## src/rtl/va_chk_pkg.sv

```systemverilog
package va_chk_pkg;
  localparam int VA_W   = 32;
  localparam int PG_LSB = 10;
  localparam int PPN_W  = VA_W - PG_LSB;
  localparam int FLT_W  = 3;

  typedef enum logic [FLT_W-1:0] {
    FLT_NONE    = 3'd0,
    FLT_ADDR    = 3'd1,
    FLT_MISS_RD = 3'd2,
    FLT_MISS_WR = 3'd3,
    FLT_PROT_RD = 3'd4,
    FLT_PROT_WR = 3'd5,
    FLT_INIT_WR = 3'd6,
    FLT_MULTI   = 3'd7
  } fault_e;

  typedef enum logic [1:0] {
    CLS_PASS  = 2'd0,
    CLS_ADERR = 2'd1,
    CLS_XLATE = 2'd2
  } cls_e;

  typedef struct packed {
    logic             hit;
    logic             multi;
    logic             usr;
    logic             wr;
    logic             dirty;
    logic [1:0]       size;
    logic [PPN_W-1:0] ppn;
  } tlb_rsp_t;
endpackage

```

## src/rtl/va_tlb_judge.sv

```systemverilog
module va_tlb_judge
  import va_chk_pkg::*;
#(
  parameter int SZ0_LSB = 10,
  parameter int SZ1_LSB = 12,
  parameter int SZ2_LSB = 16,
  parameter int SZ3_LSB = 20
) (
  input  logic [VA_W-1:0] vaddr,
  input  logic            write,
  input  logic            priv,
  input  tlb_rsp_t        rsp,
  output fault_e          fault,
  output logic [VA_W-1:0] paddr
);
  localparam logic [VA_W-1:0] ALL1 = '1;

  logic [VA_W-1:0] page_mask, frame;
  logic            deny_rd, deny_wr;

  always_comb begin
    unique case (rsp.size)
      2'd0:    page_mask = ALL1 << SZ0_LSB;
      2'd1:    page_mask = ALL1 << SZ1_LSB;
      2'd2:    page_mask = ALL1 << SZ2_LSB;
      default: page_mask = ALL1 << SZ3_LSB;
    endcase
  end

  assign frame   = {rsp.ppn, {PG_LSB{1'b0}}};
  assign deny_rd = !priv && !rsp.usr;
  assign deny_wr = !rsp.wr || (!priv && !rsp.usr);

  always_comb begin
    if (rsp.multi)            fault = FLT_MULTI;
    else if (!rsp.hit)        fault = write ? FLT_MISS_WR : FLT_MISS_RD;
    else if (!write)          fault = deny_rd ? FLT_PROT_RD : FLT_NONE;
    else if (deny_wr)         fault = FLT_PROT_WR;
    else if (!rsp.dirty)      fault = FLT_INIT_WR;
    else                      fault = FLT_NONE;
  end

  assign paddr = (fault == FLT_NONE) ? ((frame & page_mask) | (vaddr & ~page_mask)) : '0;
endmodule

```

## config.mk

```make
export PLATFORM = sky130hd
export DESIGN_NAME = va_tlb_judge
export DESIGN_NICKNAME = d
export VERILOG_FILES = /design/src/rtl/va_chk_pkg.sv /design/src/rtl/va_tlb_judge.sv
export SDC_FILE = /design/constraint.sdc
export NUM_CORES = 1
export LEC_CHECK = 0
export ABC_AREA = 1
export BUFFER_PORTS_ARGS = -buffer_cell sky130_fd_sc_hd__buf_2
export CORE_MARGIN = 5
export CORE_UTILIZATION = 29
export DETAILED_ROUTE_END_ITERATION = 10
export PLACE_DENSITY_LB_ADDON = 0.3
export SYNTH_ARGS = -nofsm -noshare
export SYNTH_HDL_FRONTEND = slang
export SYNTH_SLANG_ARGS = --single-unit
```

## constraint.sdc

```tcl
create_clock -name vclk -period 1.1
set_clock_uncertainty 0.1 [all_clocks]
set_input_delay 0.055 -clock vclk [all_inputs]
set_output_delay 0.055 -clock vclk [all_outputs]
set_load 0.01 [all_outputs]
```

==> impl_metrics.csv, run 1 <==
group,metric,value,unit
drt,drc,0,
synth,yosysSeqAreaShare,0,%
setup_path,startpoint_type,"input port",
pwr,ir_drop,190,uV
pwr,p_switching,0.186,mW
floorplan,core,0.00190,sq mm
drt,route.vias.total,877,
setup_path,cp_top_family,"buffers and inverters",
global_routing,grt_pass1_wl,2660,microns
placed_design,place_area,0.00102,sq mm
synth,syn-num-nets,167,
synth,synthCells,104,
pwr,pwr-share-seq,0,%
global_routing,grt_pass1_vias,693,
layout,design_area,0.00121,sq mm
status,status,"finished, violations left",
setup_path,critical_path_arrival,0.99,ns
sta,fmax,874,MHz
layout,multi_input_area,475,sq um
global_routing,antenna_found_initial,0,
setup_path,cpMostUsedCell,"buf_6",
layout,drive_gt1_share,69.5,%
setup_path,crit_type,"input port to output port",
pwr,sw_frac_of_total,50.4,%
drt,drt-initial-drc-count,6,
synth,synth.area.top_cells,"nor2_2 32%, inv_1 22%, nand2_1 8.0%",
global_routing,grt_max_degree,22,
sta,finalCriticalPeriod,1.14,ns
sta,setup_viol,21,
placed_design,gp_congestion,0.664,
worst_hold_path,hp-class,"input port to output port",
global_routing,overflow,0,
sta,slew_viol_final,0,
placed_design,io_buffers,86,
placed_design,place_ws,-0.0458,ns
floorplan,die_y,54.1,microns
layout,clkbuf_count,0,
layout,regArea,0,sq um
floorplan,start_util,29.6,%
setup_path,cpPeakStageDelay,0.20,ns
layout,fill_cells,170,
pwr,p_comb_share,100.0,%
cts,ctsHoldBuffers,0,
layout,design.seq.count,0,
synth,yosysMostFrequentCell,"inv_1",
placed_design,dp_hpwl,1730,microns
pwr,p_int,0.183,mW
drt,wl_per_cell,9.52,microns
global_routing,grtUsageTotal,11.3,%
layout,area_growth_syn_to_layout,115,%
drt,drt-pass1-iter-count,3,
synth,synth_top_area_share,32.2,%
pwr,clockPowerShare,0,%
synth,yosysTopAreaCell,"nor2_2",
drt,ant_nets,0,
floorplan,die_x,54.1,microns
setup_path,cp-end-kind,"output port",
setup_path,worst-path-buf-inv,4,
sta,hold_violations,0,
floorplan,rows,16,
setup_path,worst-path-max-fanout,11,
synth,yosys-top-cells-count,"33 x inv_1, 29 x nor2_2, 12 x nand2_1",
sta,worst_slew_margin_rel,83.3,%
layout,num_antenna_cells,0,
layout,final_util,63.6,%
setup_path,path_cells,"buf_6 -> inv_4 -> nor2_1 -> nand3_4 -> nand4_4 -> buf_6 -> nor2_2 -> buf_2",
drt,wl,2070,microns
job,max-cap-violations,0,
floorplan,io_pins,98,
status,violations,"negative setup slack",
synth,synthesis.area,563,sq um
setup_path,worst_path_max_delay_cell,"buf_6",
floorplan,dieArea,0.00292,sq mm
sta,rsz0062_at_grt,"yes",
pwr,powerDensity,306,mW/mm^2
setup_path,crit_required,0.94,ns
sta,max_slew.worst_pin.slew,0.243,ns
synth,yosysWarnings,0,
drt,vias_per_cell,4.04,
synth,avgSynthCellArea,5.41,sq um
sta,fin_crit_sh,104,%
layout,nNetsFinal,255,
sta,worst_slack,-0.0442,ns
synth,post_synth_num_cell_types,14,
pwr,cellLeakagePower,0.786,nW
==> power groups by stage <==
stage	Combinational (mW)	Sequential [mW]	Clock, mW
global route	0.408	0	0
floorplan	0.165	0	0
finish	0.370	0	0
detailed placement	0.307	0	0
global placement	0.297	0	0
CTS	0.311	0	0
==> what timing repair did <==
action                     4_1_cts  5_1_grt
cloned                           0        2
pin swaps                        0        1
resized for setup                2       31
setup endpoints to repair       17       32
setup buffers                    0        0
==> worst paths after layout <==
path | slack, ns | end | cells after the start | from
hold / removal | 0.31 | paddr[31] | 4 | rsp[21]
setup / recovery | -0.04 | paddr[20] | 8 | write
==> per-layer routing <==
metal	global-route usage, %	vias to the layer above	routed length [microns]
li1	-	466	-
met1	12.3	365	657
met2	23.2	46	1100
met3	2.49	0	305
met4	0	0	0
met5	0	-	0
==> cell families (layout without fill, tap and decap cells) <==
logic type / Yosys count / after routing / share of synthesized area, %
and+or+nand+nor: 59 / 59 / 59.8
buffers and inverters: 37 / 123 / 28.9
AOI/OAI and AO/OA: 4 / 4 / 4.22
muxes: 4 / 4 / 7.11
==> cell type report <==
| class | instances | share of cell area, % |
|---|---|---|
| Timing Repair Buffer | 90 | 47.5 |
| Multi-Input combinational cell | 67 | 39.3 |
| Inverter | 33 | 10.4 |
| Tap cell | 27 | 2.79 |
==> placed cells by master, fill, tap and decap left out, types with 2 or more instances in the layout <==
cell type | netlist | final
a21oi_1 | 2 | 2
buf_2 | 1 | 76
mux2i_1 | 4 | 4
nand2_1 | 12 | 10
buf_6 | 3 | 11
nor2_4 | 2 | 9
nor2_1 | 8 | 5
clkbuf_16 | 0 | 2
inv_1 | 33 | 30
inv_2 | 0 | 2
nand2_4 | 0 | 3
nor2_2 | 29 | 25
nand3_1 | 6 | 5
==> metrics by stage <==
step / hold WS (ns) / power [mW] / setup TNS [ns] / instances
floorplan: 0.0971 / 0.165 / 0 / 104
global placement: 0.299 / 0.297 / -0.174 / 215
detailed placement: 0.301 / 0.307 / -0.430 / 215
CTS: 0.303 / 0.311 / -0.166 / 215
global route: 0.327 / 0.408 / -2.73 / 217
finish: 0.310 / 0.370 / -0.615 / 217
Power figures use the tool's default switching activity.
==> run 2, diff against run 1 <==
--- a/config.mk
+++ b/config.mk
@@ -11,6 +11,7 @@
 export CORE_UTILIZATION = 29
 export DETAILED_ROUTE_END_ITERATION = 10
 export PLACE_DENSITY_LB_ADDON = 0.3
+export RECOVER_POWER = 25
 export SYNTH_ARGS = -nofsm -noshare
 export SYNTH_HDL_FRONTEND = slang
 export SYNTH_SLANG_ARGS = --single-unit
==> impl_metrics.csv, run 2 (synthesis results as in run 1) <==
group,metric,value,unit
setup_path,cpMostUsedCell,"buf_6",
placed_design,dp_hpwl,1730,microns
status,status,"finished, violations left",
setup_path,critical_path_arrival,0.99,ns
layout,design_area,0.00121,sq mm
setup_path,cp-end-kind,"output port",
global_routing,grt_pass1_vias,693,
cts,post_cts_buffers,0,
sta,hold_violations,0,
setup_path,worst-path-max-fanout,11,
drt,ant_nets,0,
layout,drive_gt1_share,68.9,%
setup_path,cpPeakStageDelay,0.20,ns
pwr,ir_drop,187,uV
layout,design.seq.count,0,
setup_path,path_cells,"buf_6 -> inv_4 -> nor2_1 -> nand3_4 -> nand4_4 -> buf_6 -> nor2_2 -> buf_2",
floorplan,core,0.00190,sq mm
layout,num_antenna_cells,0,
drt,drt-initial-drc-count,5,
setup_path,worst_path_max_delay_cell,"buf_6",
sta,setup_viol,21,
job,max-cap-violations,0,
status,violations,"negative setup slack",
setup_path,startpoint_type,"input port",
floorplan,start_util,29.6,%
setup_path,crit_required,0.94,ns
drt,route.vias.total,877,
layout,area_growth_syn_to_layout,115,%
drt,drc,0,
layout,nNetsFinal,255,
pwr,cellLeakagePower,0.784,nW
sta,tns,-0.615,ns
layout,multi_input_area,475,sq um
layout,final_common_cell,"buf_2",
layout,fill_cells,171,
global_routing,grt_max_degree,22,
sta,fin_crit_sh,104,%
pwr,powerDensity,305,mW/mm^2
drt,drt-pass1-iter-count,3,
sta,max_slew.worst_pin.slew,0.243,ns
placed_design,gp_congestion,0.664,
floorplan,die_y,54.1,microns
setup_path,crit_type,"input port to output port",
global_routing,grt_pass1_wl,2660,microns
sta,worst_slew_margin_rel,83.3,%
cts,ctsHoldBuffers,0,
sta,finalCriticalPeriod,1.14,ns
sta,fmax,874,MHz
drt,vias_per_cell,4.04,
global_routing,antenna_found_initial,0,
sta,worst_slack,-0.0442,ns
sta,slew_viol_final,0,
worst_hold_path,hp-class,"input port to output port",
layout,clkbuf_count,0,
placed_design,place_area,0.00102,sq mm
global_routing,overflow,0,
floorplan,io_pins,98,
drt,wl_per_cell,9.51,microns
placed_design,io_buffers,86,
layout,regArea,0,sq um
sta,rsz0062_at_grt,"yes",
pwr,finalPower,0.369,mW
floorplan,dieArea,0.00292,sq mm
layout,final_cell_mix,"75 x buf_2, 30 x inv_1, 25 x nor2_2",
floorplan,die_x,54.1,microns
placed_design,place_ws,-0.0458,ns
global_routing,grtUsageTotal,11.3,%
floorplan,rows,16,
drt,wl,2060,microns
==> run 2: changes by cell type in the layout (fill, tap and decap cells not counted), sizes merged <==
cell | previous run | this run
clkbuf | 2 | 3
buf | 88 | 87
==> run 2: path summary, 6_finish.rpt <==
| check | start | cells after the start | slack [ns] | endpoint |
|---|---|---|---|---|
| max | write | 8 | -0.04 | paddr[20] |
| min | rsp[21] | 4 | 0.31 | paddr[31] |
==> run 2: power by group <==
part / internal, mW / leakage (nW) / total (mW) / switching, mW
Combinational: 0.183 / 0.784 / 0.369 / 0.186
Clock: 0 / 0 / 0 / 0
Sequential: 0 / 0 / 0 / 0
Total: 0.183 / 0.784 / 0.369 / 0.186
==> run 2: critical path, delay by kind of cell <==
family,cells,cell delay [ns]
buf+inv,4,0.47
simple gates,4,0.46
==> run 2: stage by stage <==
stage	instances	utilization (%)	hold WS, ns
global route	217	63.6	0.327
CTS	215	53.9	0.303
floorplan	104	-	0.0971
detailed placement	215	53.4	0.301
global placement	215	53.4	0.299
finish	217	63.6	0.310
==> run 2: layout make-up <==
type | count | area share, %
Inverter | 33 | 10.5
Tap cell | 27 | 2.80
Multi-Input combinational cell | 67 | 39.3
Timing Repair Buffer | 90 | 47.4
==> run 2: metal layers <==
layer | up-vias | part of all wire, % | GRT usage, %
li1 | 466 | - | -
met1 | 365 | 32 | 12.3
met4 | 0 | 0 | 0
met3 | 0 | 15 | 2.49
met5 | - | 0 | 0
met2 | 46 | 53 | 23.2
==> run 2: timing repair <==
| action | 4_1_cts | 5_1_grt |
|---|---|---|
| gates cloned | 0 | 2 |
| pin swaps | 0 | 1 |
| setup endpoints to repair | 17 | 32 |
| gates resized for setup | 2 | 31 |
==> run 3, diff against run 2 <==
--- a/config.mk
+++ b/config.mk
@@ -7,7 +7,6 @@
 export LEC_CHECK = 0
 export ABC_AREA = 1
 export BUFFER_PORTS_ARGS = -buffer_cell sky130_fd_sc_hd__buf_2
-export CORE_MARGIN = 5
 export CORE_UTILIZATION = 29
 export DETAILED_ROUTE_END_ITERATION = 10
 export PLACE_DENSITY_LB_ADDON = 0.3
==> impl_metrics.csv, run 3 (synthesis results as in run 1) <==
group,metric,value,unit
status,status,"finished, violations left",
status,violations,"negative setup slack",
layout,final_common_cell,"buf_2",
global_routing,grt_pass1_wl,2200,microns
global_routing,grt_max_degree,22,
layout,fill_cells,160,
sta,max_slew.worst_pin.slew,0.273,ns
cts,ctsHoldBuffers,0,
worst_hold_path,min_from,"rsp[10]",
pwr,cellLeakagePower,0.778,nW
placed_design,dp.cells,213,
setup_path,cp-end-kind,"output port",
floorplan,die_x,46.1,microns
drt,drt-initial-drc-count,8,
drt,vias_per_cell,4.20,
layout,nNetsFinal,255,
worst_hold_path,hp-class,"input port to output port",
setup_path,startpoint_type,"input port",
layout,area_growth_syn_to_layout,120,%
drt,drc,0,
drt,wl_per_cell,8.87,microns
placed_design,gp_congestion,0.681,
setup_path,worst_path_max_delay_cell,"clkbuf_16",
drt,drt-pass1-iter-count,4,
sta,worst_slack,-0.0706,ns
setup_path,crit_required,0.94,ns
placed_design,io_buffers,86,
drt,wl,1910,microns
global_routing,use_met1,14.9,%
layout,num_antenna_cells,0,
sta,tns,-0.877,ns
setup_path,crit_type,"input port to output port",
sta,setup_viol,30,
setup_path,crit_start,"rsp[24]",
layout,regArea,0,sq um
layout,design_area,0.00124,sq mm
global_routing,grtUsageTotal,13.1,%
sta,fin_crit_sh,106,%
floorplan,rows,15,
floorplan,core,0.00176,sq mm
floorplan,dieArea,0.00212,sq mm
setup_path,path_cells,"buf_2 -> inv_2 -> nand2_2 -> nand2_2 -> nor2_4 -> nand4_4 -> clkbuf_16 -> nor2_2 -> buf_2",
sta,hold_violations,0,
global_routing,met3_usage,0,%
sta,fmax,854,MHz
global_routing,grt_pass1_vias,646,
global_routing,antenna_found_initial,0,
layout,final_util,70.4,%
pwr,ir_drop,206,uV
floorplan,start_util,31.9,%
layout,final_cell_mix,"70 x buf_2, 29 x inv_1, 21 x nor2_2",
layout,fin_cells,215,
drt,route.vias.total,902,
layout,drive_gt1_share,69.5,%
floorplan,io_pins,98,
layout,design.seq.count,0,
placed_design,dp_hpwl,1440,microns
sta,rsz0062_at_grt,"yes",
layout,clkbuf_count,0,
setup_path,worst-path-max-fanout,10,
placed_design,place_area,0.00103,sq mm
global_routing,overflow,0,
global_routing,grtUsageMet2,27.9,%
setup_path,critical_path_arrival,1.02,ns
setup_path,cpPeakStageDelay,0.23,ns
global_routing,grt_busiest_layer,"met2",
sta,slew_viol_final,0,
floorplan,die_y,46.1,microns
sta,worst_slew_margin_rel,81.3,%
pwr,powerDensity,304,mW/mm^2
drt,ant_nets,0,
job,max-cap-violations,0,
sta,finalCriticalPeriod,1.17,ns
## run 3: path summary, 6_finish.rpt
path                  cells past startpoint         to  slack [ns]
worst max-delay path                      9  paddr[30]       -0.07
worst min-delay path                      4  paddr[20]        0.31
## run 3: timing repair
item | 4_1_cts | 5_1_grt
endpoints found under the setup margin | 29 | 32
pin swaps | 0 | 1
buffers inserted | 0 | 0
gates resized for setup | 1 | 36
cloned | 0 | 2
## run 3: layout make-up
type                       count  area (sq um)  share of cell area, %
inverter                      33           124                   9.98
timing repair buffer          90           613                   49.4
tap                           25          31.3                   2.52
multi-input combinational     67           473                   38.1
## run 3: metrics by stage
| step | hold slack [ns] | setup slack (ns) | total power, mW |
|---|---|---|---|
| after floorplan | 0.0971 | 0.200 | 0.165 |
| after global placement | 0.298 | -0.00859 | 0.301 |
| after detailed placement | 0.300 | -0.0384 | 0.310 |
| after CTS | 0.302 | -0.0305 | 0.311 |
| after global routing | 0.330 | -0.138 | 0.413 |
| final | 0.314 | -0.0706 | 0.377 |
## run 3: where the power goes
group          switching, mW  total (mW)  internal, mW
clock network              0           0             0
registers                  0           0             0
logic                  0.189       0.377         0.188
total                  0.189       0.377         0.188
## run 3: critical path, delay by kind of cell
kind                   cells  cell delay (ns)
buffers and inverters      4             0.51
AND/OR/NAND/NOR            5             0.46
## run 3: layer usage
layer	vias to the layer above	part of all wire, %
met3	2	9.6
met5	-	0
li1	468	-
met1	380	36
met2	52	54
met4	0	0.42
